`src/rtl/tdc_stamp_pkg.sv`:
```
package tdc_stamp_pkg;

  // Classification of one captured tap word.
  typedef struct packed {
    logic found;   // at least one falling position exists
    logic multi;   // more than one falling position exists
  } fall_class_t;

  // Result flags as presented at the outputs.
  typedef struct packed {
    logic bubble;
    logic no_edge;
  } stamp_flags_t;

  function automatic stamp_flags_t flags_from_class(fall_class_t c);
    stamp_flags_t f;
    f.bubble  = c.found & c.multi;
    f.no_edge = ~c.found;
    return f;
  endfunction

endpackage

```
`src/rtl/tdc_fall_map.sv`:
```
module tdc_fall_map #(
  parameter int STAGES = 128
) (
  input  logic [STAGES-1:0] taps,
  output logic [STAGES-1:0] falls
);

  // Position 0 can never be a fall: there is no stage before it.
  assign falls[0] = 1'b0;

  genvar k;
  generate
    for (k = 1; k < STAGES; k++) begin : g_pair
      assign falls[k] = taps[k-1] & ~taps[k];
    end
  endgenerate

endmodule

```
`src/rtl/tdc_fall_encoder.sv`:
```
module tdc_fall_encoder
  import tdc_stamp_pkg::*;
#(
  parameter int STAGES = 128,
  parameter int FINE_W = $clog2(STAGES)
) (
  input  logic [STAGES-1:0] falls,
  output logic [FINE_W-1:0] first_idx,
  output fall_class_t       cls
);

  localparam logic [STAGES-1:0] ONE = STAGES'(1);

  logic [STAGES-1:0] low_mask;

  // Scan from the top so that the lowest fall is written last.
  always_comb begin
    first_idx = '0;
    cls.found = 1'b0;
    for (int k = STAGES - 1; k >= 1; k--) begin
      if (falls[k]) begin
        first_idx = FINE_W'(k);
        cls.found = 1'b1;
      end
    end
  end

  // More than one set bit: clearing the lowest set bit leaves something.
  assign cls.multi = (falls & (falls - ONE)) != '0;

  // Mask of positions strictly below the reported one.
  assign low_mask = (ONE << first_idx) - ONE;

  always_comb begin
    if (cls.found) begin

      first_is_fall_chk: assert (falls[first_idx]);

      none_below_chk: assert ((falls & low_mask) == '0);
    end
    if (cls.multi) begin

      multi_has_first_chk: assert (cls.found);
    end
  end

endmodule

```
`src/rtl/tdc_coarse_count.sv`:
```
module tdc_coarse_count #(
  parameter int COARSE_W = 16
) (
  input  logic                clk,
  input  logic                rst_n,
  output logic [COARSE_W-1:0] count
);

  logic armed;

  always_ff @(posedge clk or negedge rst_n) begin
    if (!rst_n) begin
      count <= '0;
      armed <= 1'b0;
    end else begin
      count <= count + COARSE_W'(1);
      armed <= 1'b1;
    end
  end


  period_step_chk: assert property (@(posedge clk) disable iff (!rst_n || !armed)
    count == $past(count) + COARSE_W'(1));

endmodule

```
`src/rtl/tdc_stamp_encoder.sv`:
```
module tdc_stamp_encoder
  import tdc_stamp_pkg::*;
#(
  parameter int STAGES   = 128,
  parameter int COARSE_W = 16,
  parameter int FINE_W   = $clog2(STAGES),
  parameter int TW       = COARSE_W + FINE_W
) (
  input  logic                clk,
  input  logic                rst_n,
  input  logic                capture_i,
  input  logic [STAGES-1:0]   taps_i,
  input  logic [FINE_W-1:0]   trim_i,
  output logic                stamp_valid_o,
  output logic [TW-1:0]       stamp_o,
  output logic                bubble_o,
  output logic                no_edge_o
);

  // Join coarse and fine, then remove the offset; the borrow runs into
  // the coarse field through the full-width subtraction.
  function automatic logic [TW-1:0] trimmed_stamp(
    logic [COARSE_W-1:0] coarse,
    logic [FINE_W-1:0]   fine,
    logic [FINE_W-1:0]   trim
  );
    return {coarse, fine} - TW'(trim);
  endfunction

  function automatic logic [TW-1:0] bare_stamp(logic [COARSE_W-1:0] coarse);
    return {coarse, {FINE_W{1'b0}}};
  endfunction

  logic [STAGES-1:0]   falls;
  logic [FINE_W-1:0]   first_idx;
  fall_class_t         cls;
  logic [COARSE_W-1:0] coarse;
  stamp_flags_t        nxt_flags;
  logic [TW-1:0]       nxt_stamp;
  logic                armed;

  tdc_fall_map #(.STAGES(STAGES)) u_map (
    .taps  (taps_i),
    .falls (falls)
  );

  tdc_fall_encoder #(.STAGES(STAGES), .FINE_W(FINE_W)) u_enc (
    .falls     (falls),
    .first_idx (first_idx),
    .cls       (cls)
  );

  tdc_coarse_count #(.COARSE_W(COARSE_W)) u_coarse (
    .clk   (clk),
    .rst_n (rst_n),
    .count (coarse)
  );

  assign nxt_flags = flags_from_class(cls);
  assign nxt_stamp = cls.found ? trimmed_stamp(coarse, first_idx, trim_i)
                               : bare_stamp(coarse);

  always_ff @(posedge clk or negedge rst_n) begin
    if (!rst_n) begin
      stamp_valid_o <= 1'b0;
      stamp_o       <= '0;
      bubble_o      <= 1'b0;
      no_edge_o     <= 1'b0;
      armed         <= 1'b0;
    end else begin
      armed         <= 1'b1;
      stamp_valid_o <= capture_i;
      if (capture_i) begin
        stamp_o   <= nxt_stamp;
        bubble_o  <= nxt_flags.bubble;
        no_edge_o <= nxt_flags.no_edge;
      end
    end
  end


  valid_follow_chk: assert property (@(posedge clk) disable iff (!rst_n || !armed)
    capture_i |=> stamp_valid_o);

  valid_quiet_chk: assert property (@(posedge clk) disable iff (!rst_n || !armed)
    !capture_i |=> !stamp_valid_o);

  hold_chk: assert property (@(posedge clk) disable iff (!rst_n || !armed)
    !capture_i |=> ($stable(stamp_o) && $stable(bubble_o) && $stable(no_edge_o)));

  flag_excl_chk: assert property (@(posedge clk) disable iff (!rst_n || !armed)
    !(bubble_o && no_edge_o));

  no_edge_bare_chk: assert property (@(posedge clk) disable iff (!rst_n || !armed)
    (stamp_valid_o && no_edge_o) |-> (stamp_o[FINE_W-1:0] == '0));

endmodule

```
`config.mk`:
```
export PLATFORM = sky130hd
export DESIGN_NAME = tdc_stamp_encoder
export DESIGN_NICKNAME = d
export VERILOG_FILES = /design/src/rtl/tdc_stamp_pkg.sv /design/src/rtl/tdc_fall_map.sv /design/src/rtl/tdc_fall_encoder.sv /design/src/rtl/tdc_coarse_count.sv /design/src/rtl/tdc_stamp_encoder.sv
export SDC_FILE = /design/constraint.sdc
export NUM_CORES = 1
export LEC_CHECK = 0
export ABC_AREA = 1
export BUFFER_PORTS_ARGS = -buffer_cell sky130_fd_sc_hd__buf_2
export CAP_MARGIN = 15
export CELL_PAD_IN_SITES_DETAIL_PLACEMENT = 1
export CELL_PAD_IN_SITES_GLOBAL_PLACEMENT = 2
export CORE_MARGIN = 4
export CORE_UTILIZATION = 29
export CTS_BUF_LIST = sky130_fd_sc_hd__clkbuf_4 sky130_fd_sc_hd__clkbuf_8
export CTS_CLUSTER_SIZE = 10
export DETAILED_ROUTE_END_ITERATION = 8
export GPL_ROUTABILITY_DRIVEN = 0
export PLACE_DENSITY_LB_ADDON = 0.15
export SYNTH_ARGS = -nofsm -noshare
export SYNTH_HDL_FRONTEND = slang
export SYNTH_SLANG_ARGS = --single-unit
```
`constraint.sdc`:
```
create_clock -name clk -period 4.6 [get_ports clk]
set_input_delay 0.69 -clock clk [delete_from_list [all_inputs] [get_ports clk]]
set_output_delay 0.69 -clock clk [all_outputs]
set_load 0.005 [all_outputs]
```
==> impl_results.md <==
- Run status: complete, but fails checks
- Violated checks: setup timing
- Fraction of synthesized cell area taken by the top area cell type: 20.89%
- Pleak: 6.741 nW
- Total Routing Usage GR: 23.77%
- Register bit count reported by yosys: 42
- Post-route clock skew: 0.005226 ns
- HP Class: reg2reg
- Overall die height: 161.9 µm
- Setup crit end: stamp_o[18]
- Instance area after placement: 10520 µm²
- Antenna violations before repair: 1
- Reg2Reg Setup Slack: 2.15 ns
- Slew at the pin with the worst max-slew slack: 0.9574 ns
- Final Hold Fails: 0
- Slowest cell on the critical path: sky130_fd_sc_hd__fa_2
- Residual antenna-violating net count after detailed routing: 0
- Placed wire-length estimate after detailed placement: 24.62 mm
- Number of H-tree levels: 2
- Most common cell on crit path: sky130_fd_sc_hd__nand2_1
- Leading cell type in the layout, fill and taps excluded: sky130_fd_sc_hd__buf_4
- Post-Synthesis Mean Instance Area: 5.181 µm²
- Startpoint-to-endpoint class of the critical path: in2reg
- Critical path required time: 4.80 ns
- Part of the cycle the worst path needs: 135.6%
- Worst Path Max Fanout: 2
- Fraction of the yosys area taken by sequential cells: 15.31%
- Inserted Clock Buffers: 5
- Final-report max-slew violation count: 0
- Total power divided by cell area: 134.0 nW/µm²
- Dominant cell type by area after synthesis: sky130_fd_sc_hd__nand2_1
- WL per Instance: 14.70 µm
- Total power of the final layout: 1.558 mW
- Flip-flop cell with the highest count after synthesis: sky130_fd_sc_hd__dfrtp_1
- Post-synth EDFFs: 0
- Net total in the final layout: 2025
- Count of final setup violators: 23
- IO buf count: 163
- Max-cap violation count: 0
- Sinks on Clock Net: 42
- Starting density of the core: 29.34%
- Starting DRT DRC Count: 489
- Clock Pin Slew Worst Setup and Hold Paths: 0.08 ns
- DR pass1 iterations: 5
- Worst setup EP type: flop
- Fin worst setup slack: -1.638 ns
- Placement row count: 56
- Count of distinct cell types in the synthesized netlist: 53
- Share of flip-flops with an asynchronous set or reset: 100.0%
- Via count of the first global-routing pass: 10830
- Total Wirelength: 32.26 mm
- Setup repair after global routing missed its margin: yes
- Startpoint of the worst register-to-register path: u_coarse.count[2]
- Startpoint type of the worst setup path: input pin
- Number of cells traversed by the worst register-to-register path: 8
- Worst max-slew margin expressed relative to the limit: 36.17%
- Syn_nets: 1475
- Highest attainable clock frequency: 0.1603 GHz
- Summed instance area of the synthesized netlist: 6865 µm²
- First-pass GRT wire length: 52.39 mm
- Capture instance of the worst register-to-register path: u_coarse.count[15]
- P&R area growth vs syn: 69.27%
- Clock tree from TritonCTS: built
- Hold_buf cts: 0
- Vias after detailed routing: 10300
- Origin of the worst setup path: taps_i[120]
- Arrival time worst endpoint: 6.43 ns
- Maximum number of pins on one net before global-route repair: 43
- Cell area after layout: 11620 µm²
- Die Footprint: 26200 µm²
- Vias per std cell: 4.691
- Clock network latency to the later pin of the worst-skew pair: 0.30 ns
- Fraction of layout instances using a drive strength above 1: 36.96%
- Fin crit period: 6.238 ns
- Peak supply drop: 164.0 µV
- Post-synthesis instance total: 1325
- Max clock buf depth: 2
- Synth area leaders: sky130_fd_sc_hd__nand2_1, sky130_fd_sc_hd__inv_1, sky130_fd_sc_hd__dfrtp_1, sky130_fd_sc_hd__nor2_1, sky130_fd_sc_hd__nor3_1
- Residual overflow from global routing: 0
- Largest incremental delay on the critical path: 0.37 ns
- Horizontal die dimension: 161.9 µm
- Root buffer cell: sky130_fd_sc_hd__clkbuf_8
- DR DRC count: 0
- Total of warnings raised by yosys: 0
- Commonest non-fill, non-tap cells in the layout: sky130_fd_sc_hd__buf_4, sky130_fd_sc_hd__nand2_1, sky130_fd_sc_hd__inv_1, sky130_fd_sc_hd__nor2_1, sky130_fd_sc_hd__buf_2
- I/O pin cnt: 164
- Std-Cell Core Area: 23400 µm²
[cells in the mapped netlist, types with 4 or more instances]
library cell / count
sky130_fd_sc_hd__nand2_1: 382
sky130_fd_sc_hd__inv_1: 291
sky130_fd_sc_hd__nor2_1: 250
sky130_fd_sc_hd__nor3_1: 43
sky130_fd_sc_hd__dfrtp_1: 42
sky130_fd_sc_hd__o21ai_0: 39
sky130_fd_sc_hd__a21oi_1: 34
sky130_fd_sc_hd__nand3_1: 33
sky130_fd_sc_hd__nand4_1: 33
sky130_fd_sc_hd__inv_2: 21
sky130_fd_sc_hd__xor2_1: 18
sky130_fd_sc_hd__nor4_1: 17
sky130_fd_sc_hd__a31oi_1: 16
sky130_fd_sc_hd__ha_1: 11
sky130_fd_sc_hd__o2111ai_1: 9
sky130_fd_sc_hd__o22ai_1: 9
sky130_fd_sc_hd__clkbuf_1: 6
sky130_fd_sc_hd__nor2_4: 6
sky130_fd_sc_hd__nor2_2: 5
sky130_fd_sc_hd__xnor2_1: 5
sky130_fd_sc_hd__a2111oi_0: 4
sky130_fd_sc_hd__and3_1: 4
[worst max-delay path: cells and delay by family]
| kind | cells | cell delay (ns) |
|---|---|---|
| adders and majority gates | 2 | 0.53 |
| AOI/OAI and AO/OA | 5 | 0.71 |
| and+or+nand+nor | 49 | 3.71 |
| buffers and inverters | 8 | 0.75 |
[state kept, by name, summed over array words and instances, names as in the netlist]
name	count
stamp_valid_o	1
no_edge_o	1
u_coarse.count	16
bubble_o	1
stamp_o	23
[what timing repair did]
action,in CTS,in global routing
setup buffers,92,15
endpoints found under the setup margin,23,24
pin swaps,32,47
gates resized for setup,83,41
[cell families after synthesis]
logic type	synth area share (%)
AOI/OAI and AO/OA	12.23
xor gates and xnor gates	2.934
adders and majority gates	2.296
buffers and inverters	17.44
DFF	15.31
and+or+nand+nor	49.79
[layer usage]
| layer | track usage (%) | up-vias | part of all wire, % |
|---|---|---|---|
| met1 | 32.20 | 4798 | 46 |
| met3 | 1.421 | 37 | 3.6 |
| met4 | 4.921 | 0 | 1.9 |
| met2 | 41.97 | 229 | 48 |
| li1 | - | 5233 | - |
| met5 | 0 | - | 0 |
[where the power goes]
group / internal [mW] / switching, mW
Combinational: 0.439 / 0.487
Clock: 0.102 / 0.132
Sequential: 0.387 / 0.0108
Total: 0.928 / 0.630
[worst min-delay path by stage]
stage / slack [ns] / to / cells after the start / startpoint
2_1_floorplan: 0.39 / bubble_o / 0 / rst_n
3_3_place_gp: 0.46 / stamp_o[13] / 2 / stamp_o[13]
3_5_place_dp: 0.46 / stamp_o[19] / 2 / stamp_o[19]
4_1_cts: 0.49 / stamp_o[19] / 2 / stamp_o[19]
5_1_grt: 0.52 / u_coarse.count[15] / 1 / u_coarse.count[15]
6_report: 0.49 / stamp_o[15] / 2 / stamp_o[15]
[layout make-up]
| type | instances | area, µm² |
|---|---|---|
| Clock buffer | 5 | 68.82 |
| Tap cell | 319 | 399.1 |
| Timing Repair Buffer | 549 | 3856 |
| Antenna cell | 1 | 2.502 |
| Multi-Input combinational cell | 964 | 5026 |
| Sequential cell | 42 | 1051 |
| Fill cell | 3397 | 11780 |
| Clock inverter | 2 | 10.01 |
| Inverter | 313 | 1207 |
[per-stage QoR]
stage                     TNS (ns)  hold slack [ns]  util, %  std cells  worst slack [ns]
after CTS                   -23.85           0.4850    49.12       2199            -1.483
after detailed placement    -30.33           0.4613    44.94       2112            -1.947
final                       -24.32           0.4937    49.66       2195            -1.638
after global routing        -40.08           0.5200    49.66       2195            -2.381
after global placement      -27.72           0.4627    44.94       2112            -1.748
after floorplan             -8.863           0.3944        -       1325            -1.018
Power figures use the tool's default switching activity.
